$ cat src/rtl/frac_mac_pkg.sv
package frac_mac_pkg;

  localparam int OP_W = 4;

  typedef enum logic [OP_W-1:0] {
    OP_MPY  = 4'd0,
    OP_MAC  = 4'd1,
    OP_MACR = 4'd2,
    OP_ADD  = 4'd3,
    OP_SUB  = 4'd4,
    OP_ABS  = 4'd5,
    OP_CMP  = 4'd6,
    OP_ASL  = 4'd7,
    OP_ASR  = 4'd8,
    OP_ADDL = 4'd9
  } aluOp_e;

  // strobes from control to datapath
  typedef struct packed {
    logic            capture;
    logic            writeAcc;
    logic            updFlags;
    logic [OP_W-1:0] op;
  } aluCtrl_t;

endpackage

$ cat src/rtl/frac_mac_ctrl.sv
module frac_mac_ctrl
  import frac_mac_pkg::*;
(
  input  logic            clk,
  input  logic            rstN,
  input  logic            start,
  input  logic [OP_W-1:0] opcode,
  output logic            busy,
  output logic            done,
  output aluCtrl_t        ctl
);

  logic            busyQ;
  logic            doneQ;
  logic [OP_W-1:0] opQ;
  logic            opKnown;

  assign opKnown = (opQ <= OP_ADDL);

  always_ff @(posedge clk) begin
    if (!rstN) begin
      busyQ <= 1'b0;
      doneQ <= 1'b0;
      opQ   <= '0;
    end else begin
      doneQ <= busyQ;
      if (busyQ) begin
        busyQ <= 1'b0;
      end else if (start) begin
        busyQ <= 1'b1;
        opQ   <= opcode;
      end
    end
  end

  always_comb begin
    ctl          = '0;
    ctl.capture  = start && !busyQ;
    ctl.op       = opQ;
    ctl.updFlags = busyQ && opKnown;
    ctl.writeAcc = busyQ && opKnown && (opQ != OP_CMP);
  end

  assign busy = busyQ;
  assign done = doneQ;

endmodule

$ cat src/rtl/frac_mac_dp.sv
module frac_mac_dp
  import frac_mac_pkg::*;
#(
  parameter int DATA_W  = 24,
  parameter int EXT_W   = 8,
  parameter int NUM_ACC = 2,
  localparam int ACC_W  = EXT_W + 2 * DATA_W,
  localparam int SEL_W  = (NUM_ACC > 1) ? $clog2(NUM_ACC) : 1
) (
  input  logic                            clk,
  input  logic                            rstN,
  input  aluCtrl_t                        ctl,
  input  logic [DATA_W-1:0]               srcA,
  input  logic [DATA_W-1:0]               srcB,
  input  logic [SEL_W-1:0]                dstSel,
  output logic [NUM_ACC-1:0][ACC_W-1:0]   accAll,
  output logic                            flagN,
  output logic                            flagZ,
  output logic                            flagV,
  output logic                            flagE
);

  localparam int SUM_W = ACC_W + 1;
  localparam int PRD_W = 2 * DATA_W;
  localparam logic [SUM_W-1:0] ONE_W  = SUM_W'(1);
  localparam logic [SUM_W-1:0] HALF_W = ONE_W << (DATA_W - 1);
  localparam logic [DATA_W-1:0] TIE_LO = {1'b1, {(DATA_W-1){1'b0}}};

  logic signed [DATA_W-1:0] aQ, bQ;
  logic [SEL_W-1:0]         dstQ;

  always_ff @(posedge clk) begin
    if (!rstN) begin
      aQ   <= '0;
      bQ   <= '0;
      dstQ <= '0;
    end else if (ctl.capture) begin
      aQ   <= srcA;
      bQ   <= srcB;
      dstQ <= dstSel;
    end
  end

  logic [ACC_W-1:0]        cur;
  logic signed [PRD_W-1:0] prodRaw;
  logic [ACC_W-1:0]        prodAcc;
  logic [ACC_W-1:0]        opAcc;

  assign cur     = accAll[dstQ];
  assign prodRaw = aQ * bQ;
  assign prodAcc = {{(ACC_W-PRD_W){prodRaw[PRD_W-1]}}, prodRaw} << 1;
  assign opAcc   = {{EXT_W{aQ[DATA_W-1]}}, aQ, {DATA_W{1'b0}}};

  // shared adder operands
  logic [ACC_W-1:0] addL, addR;
  logic             doSub;

  always_comb begin
    addL  = cur;
    addR  = opAcc;
    doSub = 1'b0;
    case (ctl.op)
      OP_MPY:          begin addL = '0; addR = prodAcc; end
      OP_MAC, OP_MACR: begin addR = prodAcc; end
      OP_SUB, OP_CMP:  begin doSub = 1'b1; end
      OP_ABS:          begin addL = '0; addR = cur; doSub = cur[ACC_W-1]; end
      OP_ADDL:         begin addL = cur << 1; end
      default:         ;
    endcase
  end

  logic [SUM_W-1:0] extL, extR, sumW, rndW, roundedW;
  logic             tie;

  assign extL     = {addL[ACC_W-1], addL};
  assign extR     = {addR[ACC_W-1], addR};
  assign sumW     = doSub ? (extL + ~extR + ONE_W) : (extL + extR);
  assign rndW     = sumW + HALF_W;
  assign tie      = (sumW[DATA_W-1:0] == TIE_LO);
  assign roundedW = {rndW[SUM_W-1:DATA_W+1], rndW[DATA_W] & ~tie, {DATA_W{1'b0}}};

  logic [ACC_W-1:0] res;
  logic             vNext;
  logic             shiftV;

  assign shiftV = cur[ACC_W-1] ^ cur[ACC_W-2];

  always_comb begin
    res   = sumW[ACC_W-1:0];
    vNext = sumW[SUM_W-1] ^ sumW[SUM_W-2];
    case (ctl.op)
      OP_MACR: begin
        res   = roundedW[ACC_W-1:0];
        vNext = roundedW[SUM_W-1] ^ roundedW[SUM_W-2];
      end
      OP_ASL: begin
        res   = cur << 1;
        vNext = shiftV;
      end
      OP_ASR: begin
        res   = {cur[ACC_W-1], cur[ACC_W-1:1]};
        vNext = 1'b0;
      end
      OP_ADDL: vNext = shiftV | (sumW[SUM_W-1] ^ sumW[SUM_W-2]);
      default: ;
    endcase
  end

  // one register per accumulator
  for (genvar g = 0; g < NUM_ACC; g++) begin : g_acc
    always_ff @(posedge clk) begin
      if (!rstN)
        accAll[g] <= '0;
      else if (ctl.writeAcc && (dstQ == SEL_W'(g)))
        accAll[g] <= res;
    end
  end

  logic [EXT_W:0] topBits;
  assign topBits = res[ACC_W-1 -: EXT_W+1];

  always_ff @(posedge clk) begin
    if (!rstN) begin
      flagN <= 1'b0;
      flagZ <= 1'b0;
      flagV <= 1'b0;
      flagE <= 1'b0;
    end else if (ctl.updFlags) begin
      flagN <= res[ACC_W-1];
      flagZ <= (res == '0);
      flagV <= vNext;
      flagE <= !((&topBits) || !(|topBits));
    end
  end

endmodule

$ cat src/rtl/frac_mac_alu.sv
module frac_mac_alu
  import frac_mac_pkg::*;
#(
  parameter int DATA_W  = 24,
  parameter int EXT_W   = 8,
  parameter int NUM_ACC = 2,
  localparam int ACC_W  = EXT_W + 2 * DATA_W,
  localparam int SEL_W  = (NUM_ACC > 1) ? $clog2(NUM_ACC) : 1
) (
  input  logic              clk,
  input  logic              rstN,
  input  logic              start,
  input  logic [OP_W-1:0]   opcode,
  input  logic [SEL_W-1:0]  dstSel,
  input  logic [DATA_W-1:0] srcA,
  input  logic [DATA_W-1:0] srcB,
  output logic              busy,
  output logic              done,
  output logic [ACC_W-1:0]  accOut,
  output logic              flagN,
  output logic              flagZ,
  output logic              flagV,
  output logic              flagE
);

  aluCtrl_t                      ctl;
  logic [NUM_ACC-1:0][ACC_W-1:0] accAll;

  frac_mac_ctrl i_ctrl (
    .clk    (clk),
    .rstN   (rstN),
    .start  (start),
    .opcode (opcode),
    .busy   (busy),
    .done   (done),
    .ctl    (ctl)
  );

  frac_mac_dp #(
    .DATA_W  (DATA_W),
    .EXT_W   (EXT_W),
    .NUM_ACC (NUM_ACC)
  ) i_dp (
    .clk    (clk),
    .rstN   (rstN),
    .ctl    (ctl),
    .srcA   (srcA),
    .srcB   (srcB),
    .dstSel (dstSel),
    .accAll (accAll),
    .flagN  (flagN),
    .flagZ  (flagZ),
    .flagV  (flagV),
    .flagE  (flagE)
  );

  assign accOut = accAll[dstSel];

endmodule

$ cat config.mk
export PLATFORM = sky130hd
export DESIGN_NAME = frac_mac_alu
export DESIGN_NICKNAME = d
export VERILOG_FILES = /design/src/rtl/frac_mac_pkg.sv /design/src/rtl/frac_mac_ctrl.sv /design/src/rtl/frac_mac_dp.sv /design/src/rtl/frac_mac_alu.sv
export SDC_FILE = /design/constraint.sdc
export NUM_CORES = 2
export LEC_CHECK = 0
export BUFFER_PORTS_ARGS = -buffer_cell sky130_fd_sc_hd__buf_4
export CAP_MARGIN = 20
export CORE_ASPECT_RATIO = 0.6
export CORE_MARGIN = 1.5
export CORE_UTILIZATION = 48
export CTS_BUF_LIST = sky130_fd_sc_hd__clkbuf_8 sky130_fd_sc_hd__clkbuf_16
export CTS_CLUSTER_SIZE = 30
export DETAILED_ROUTE_END_ITERATION = 16
export GPL_TIMING_DRIVEN = 0
export HOLD_SLACK_MARGIN = 0.1
export PLACE_DENSITY = 0.74
export SKIP_LAST_GASP = 1
export SLEW_MARGIN = 20
export SYNTH_ARGS = -nofsm -noshare
export SYNTH_HDL_FRONTEND = slang
export SYNTH_SLANG_ARGS = --single-unit
$ cat constraint.sdc
create_clock -name clk -period 29.7 [get_ports clk]
set_clock_uncertainty 0.15 [all_clocks]
set_input_delay 5.94 -clock clk [delete_from_list [all_inputs] [get_ports clk]]
set_output_delay 5.94 -clock clk [all_outputs]
set_load 0.005 [all_outputs]
### Word level (Yosys, flattened, before mapping)

Cells that the tools add are included.

* logic and storage cells: 69
* output and inout bits: 62
* bits of input ports: 56
* register bits after elaboration: 171

* equal/unequal tests: 10
* $mul: 1
* mux-type cells: 11
* reduce and logical (&&, ||, !) cells: 18
* $add $sub $neg: 4
* $lt $le $gt $ge: 3
* bitwise logic cells: 10

Operator list (count)
* two-way mux 56 bit: 4
* one-hot mux 56 bit (2 select lines): 2
* one-hot mux 56 bit (3 select lines): 1
* adder 56 x 56 -> 57 bit: 1
* adder 57 x 1 -> 57 bit, second input constant: 1
* adder 57 x 24 -> 57 bit, second input constant: 1
* adder 57 bit: 1
* two-way mux 57 bit: 1
* inverter 57 bit: 1
* logical NOT 56 bit: 1
* multiplier 24 x 24 -> 48 bit: 1
* equality test 24 bit, second input constant: 1
* equality test 4 x 3 -> 1 bit, second input constant: 4
* AND reduction 9 bit: 1
* OR reduction 9 bit: 1
* equality test 4 bit, second input constant: 2
* OR reduction 2 bit: 3
* logical AND 1 bit: 5
* equality test 4 x 1 -> 1 bit, second input constant: 1
* equality test 4 x 2 -> 1 bit, second input constant: 1
* <= comparator 4 bit, second input constant: 1
* logical NOT 4 bit: 1
* less-than comparator 1 x 2 -> 1 bit, second input constant: 2
* != test 4 x 3 -> 1 bit, second input constant: 1
* 11 further kinds: 18

### Longest topological paths before layout

* depth after elaboration: 15
* depth in mapped cells: 48
* mapped depth without buffers: 45

### Hierarchy

A second synthesis with hierarchy kept.

* cell total of the unflattened synthesis: 4642
* area total of the unflattened synthesis: 38972.4 µm²

By module, submodules not included
* frac_mac_dp: cells an instance 4556, area an instance 37875.1 µm², instances 1, sequential area each 3303.2 µm²
* frac_mac_alu: cells an instance 62, area an instance 842.1 µm², instances 1, sequential area each 0.0 µm²
* frac_mac_ctrl: cells an instance 24, area an instance 255.2 µm², instances 1, sequential area each 120.1 µm²

### Least setup slack after synthesis

Ideal clock, no wire load.

* kind: input -> output
* start point: input port dstSel
* end point: output port accOut[26]
* stages: 3
* path buffers: 2
* data arrival time: 6986 ps
* required time: 23610 ps
* slack: 16624 ps
* cells stage by stage: clkbuf_1 clkbuf_1 mux2_2

* word-level cells in the longest chain between the ends: 2

RTL lines
* from (decl): RTL line frac_mac_alu.sv:14 `input logic [SEL_W-1:0] dstSel,`
* two-way mux 56 bit (not written as such) (2 in series): RTL line frac_mac_alu.sv:57 `assign accOut = accAll[dstSel];`
* to (decl): RTL line frac_mac_alu.sv:19 `output logic [ACC_W-1:0] accOut,`

Every way passes these cells. The select of a mux whose other input is x is not followed.

### Worst setup path after layout

* start point: register i_dp.aQ[23]
* end point: register i_dp.flagE

* word-level cells in the longest chain between the ends: 12
* elaborated cells on any way between the ends: 14
* those cells by class: add/sub: 4; mul: 1; mux: 3; bitwise: 1; reduce/logical: 5

RTL lines
* from (decl): RTL line frac_mac_dp.sv:29 `logic signed [DATA_W-1:0] aQ, bQ;`
* from (signal assigned): RTL line frac_mac_dp.sv:38 `aQ <= srcA;`
* multiplier 24 x 24 -> 48 bit: RTL line frac_mac_dp.sv:50 `assign prodRaw = aQ * bQ;`
* one-hot mux 56 bit (2 select lines) *: RTL line frac_mac_dp.sv:62 `case (ctl.op)`
* inverter 57 bit: RTL line frac_mac_dp.sv:77 `assign sumW = doSub ? (extL + ~extR + ONE_W) : (extL + extR);`
* adder 57 bit: RTL line frac_mac_dp.sv:77
* adder 57 x 1 -> 57 bit: RTL line frac_mac_dp.sv:77
* two-way mux 57 bit *: RTL line frac_mac_dp.sv:77
* adder 57 x 24 -> 57 bit: RTL line frac_mac_dp.sv:78 `assign rndW = sumW + HALF_W;`
* one-hot mux 56 bit (3 select lines) *: RTL line frac_mac_dp.sv:91 `case (ctl.op)`
* OR reduction 9 bit: RTL line frac_mac_dp.sv:132 `flagE <= !((&topBits) || !(|topBits));`
* logical NOT 1 bit: RTL line frac_mac_dp.sv:132
* logical OR 1 bit *: RTL line frac_mac_dp.sv:132
* logical NOT 1 bit *: RTL line frac_mac_dp.sv:132
* to (signal assigned): RTL line frac_mac_dp.sv:132
* to (decl): RTL line frac_mac_dp.sv:20 `output logic flagE`

Every way passes the cells marked *; elsewhere a longest branch is shown, timed or not.
A chain may end at the register's enable or synchronous reset.

==> impl_metrics.tcl <==
set metrics [dict create \
    cts.sinks 171 \
    arrival_ns 18.25 \
    h-tree-depth 4 \
    end_kind "flip-flop" \
    place_congestion 1.14 \
    placedCellCount 6012 \
    ys_types 116 \
    num_rows 81 \
    hold_slack_ns 0.362 \
    synth-edff-count 0 \
    die_h_um 226 \
    die_area_um2 84800 \
    postCtsHoldBufs 0 \
    rsz0062_at_grt "no" \
    wl_per_cell_um 31.9 \
    cpPeakStageDelay_ns 1.14 \
    max_slew_margin_pct 9.57 \
    netlist_area_um2 39800 \
    io_pins 118 \
    drc 0 \
    ir_drop_uv 45.9 \
    cts_resized 0 \
    hp-class "reg -> reg" \
    grt_use_met3_pct 32.8 \
    initial_core_util_pct 48.7 \
    grt_max_degree 22 \
    hold_viol 0 \
    drt_first_pass_iters 7 \
    final_util_pct 52.5 \
    yosysWarnings 0 \
    drt_iter0_markers 6624 \
    root_buffer "clkbuf_16" \
    crit_type "reg -> reg" \
    fin_setup_tns_ns 0 \
    port_buffers 116 \
    slowest_stage "nor3_1" \
    drive_gt1_share_pct 7.65 \
    period_share_pct 60.6 \
    grt_pass1_wl_mm 271 \
    core_um2 81800 \
    die_width_um 375 \
    use_met1_pct 69.1 \
    cp_max_fo 10 \
    grt_pass1_vias 36800 \
    synth-main-ff-cell "dfxtp_1" \
    slew_viol_final 0 \
    final_nets 5864 \
    path_clk_slew_ns 0.09 \
    grtUsageTotal_pct 45.5 \
    final_cell_mix "699 x inv_1, 631 x nand2_1, 609 x fa_1" \
    finalSetupViolations 0 \
    synth-seq-cells 171 \
    clk_latency_ns 0.50 \
    p_leak_uw 0.0206 \
    p_per_area_nw_per_um2 48.4 \
    gr-usage-met2_pct 48.2 \
    status "finished clean" \
    clock_path_buffers 2 \
    synth-seq-area-share_pct 8.59 \
    avgViaCountPerCell 6.54 \
    final-instance-count-excl-fill 6067 \
    antenna_found_initial 12 \
    timing.fmax_mhz 55.5 \
    synthesis.nets 5726 \
    grt_overflow 0 \
    period_minus_slack_ns 18.01 \
    wirelength_mm 194 \
    avgSynthCellArea_um2 8.27 \
    syn_to_final_growth_pct 7.89 \
    netlist_instances 4814 \
    crit_path_start_kind "flip-flop" \
    cts_setup_buffers 0 \
    numCtsBuffers 17 \
    async_flop_share_pct 0 \
    cap_violations 0 \
    worstMarginPinSlew_ns 1.35 \
    ant_nets 0 \
    grt_busiest_layer "met1" \
    cp.required_ns 29.94 \
    num_vias 39700 \
    layout_commonest_cell "inv_1" \
    dpl.hpwl_mm 164 \
    cts_tree "built" \
    path_common_cell "fa_1" \
]
==> cell families (layout without fill, tap and decap cells) <==
family,after synthesis,count (layout),synth area share [%]
flops,171,171,8.59
mux,122,122,3.27
other cells,0,23,0
xor+xnor,115,115,2.65
simple gates,1555,1555,19.3
fa+ha+maj,856,856,38.4
buf+inv,995,1146,9.67
compound gates,1000,1000,18.2
==> worst max-delay path: cells and delay by family, from the launching register on <==
kind,cells,cell delay (ns)
mux,1,0.40
compound gates,12,3.99
buf+inv,9,3.03
simple gates,9,3.74
xor+xnor,2,1.26
fa+ha+maj,9,4.97
flops,1,0.31
==> cells in the mapped netlist (27+ instances only) <==
cell,n,area share [%]
a211oi_1,30,0.57
a21boi_0,61,1.1
a21o_1,42,0.79
a21oi_1,192,2.4
a31oi_1,27,0.42
and2_1,294,4.6
buf_2,31,0.39
clkbuf_1,220,2.1
dfxtp_1,171,8.6
fa_1,609,31
ha_1,247,7.8
inv_1,699,6.6
mux2_2,62,1.8
mux2i_1,59,1.5
nand2_1,631,5.9
nand2b_1,33,0.52
nand3_1,71,0.89
nand4_1,39,0.61
nor2_1,224,2.1
nor2b_1,46,0.72
nor3_1,68,0.85
nor4_1,29,0.46
o211a_1,96,2.4
o211ai_1,32,0.60
o21a_1,38,0.72
o21ai_0,135,1.7
o21bai_1,28,0.53
o22ai_1,99,1.6
xnor2_1,82,1.8
xor2_1,28,0.62
==> state kept, by name, indices dropped and copies added, names as in the netlist <==
register / cells
i_ctrl.busy: 1
i_ctrl.done: 1
i_ctrl.opQ: 4
i_dp.aQ: 24
i_dp.accAll: 112
i_dp.bQ: 24
i_dp.dstQ: 1
i_dp.flagE: 1
i_dp.flagN: 1
i_dp.flagV: 1
i_dp.flagZ: 1
==> metrics by stage <==
step / total power, µW / area, µm² / worst slack, ns
floorplan: 1130 / 39800 / 16.62
global placement: 1680 / 42100 / 13.08
detailed placement: 1690 / 42200 / 13.32
CTS: 1940 / 42800 / 13.21
global route: 2130 / 42900 / 11.97
finish: 2080 / 43000 / 11.69
==> routing by layer <==
| layer | wire, µm | share of wire, % |
|---|---|---|
| met1 | 86600 | 45 |
| met3 | 42700 | 22 |
| met2 | 60700 | 31 |
| met4 | 3540 | 1.8 |
| met5 | 90 | 0.046 |
==> where the power goes <==
| part | switching [µW] | internal, µW | total (µW) |
|---|---|---|---|
| Combinational | 1110 | 447 | 1560 |
| Clock | 131 | 117 | 248 |
| Sequential | 25.9 | 243 | 268 |
| Total | 1270 | 807 | 2080 |
==> area by class of cell <==
cell class	count	area (µm²)
Timing Repair Buffer	119	893
Buffer	288	1210
Antenna cell	23	57.6
Tap cell	1079	1350
Clock inverter	15	209
Sequential cell	171	3420
Fill cell	7856	38800
Multi-Input combinational cell	3648	32800
Inverter	707	2650
Clock buffer	17	425
==> final timing paths <==
path	from	to	slack, ns	cells past startpoint
worst max register to register	i_dp.aQ[23]	i_dp.flagE	11.69	42
worst max-delay path	i_dp.aQ[23]	i_dp.flagE	11.69	42
worst min-delay path	i_dp.flagZ	i_dp.flagZ	0.36	2
worst min register to register	i_dp.flagZ	i_dp.flagZ	0.36	2
Power figures use the tool's default switching activity.
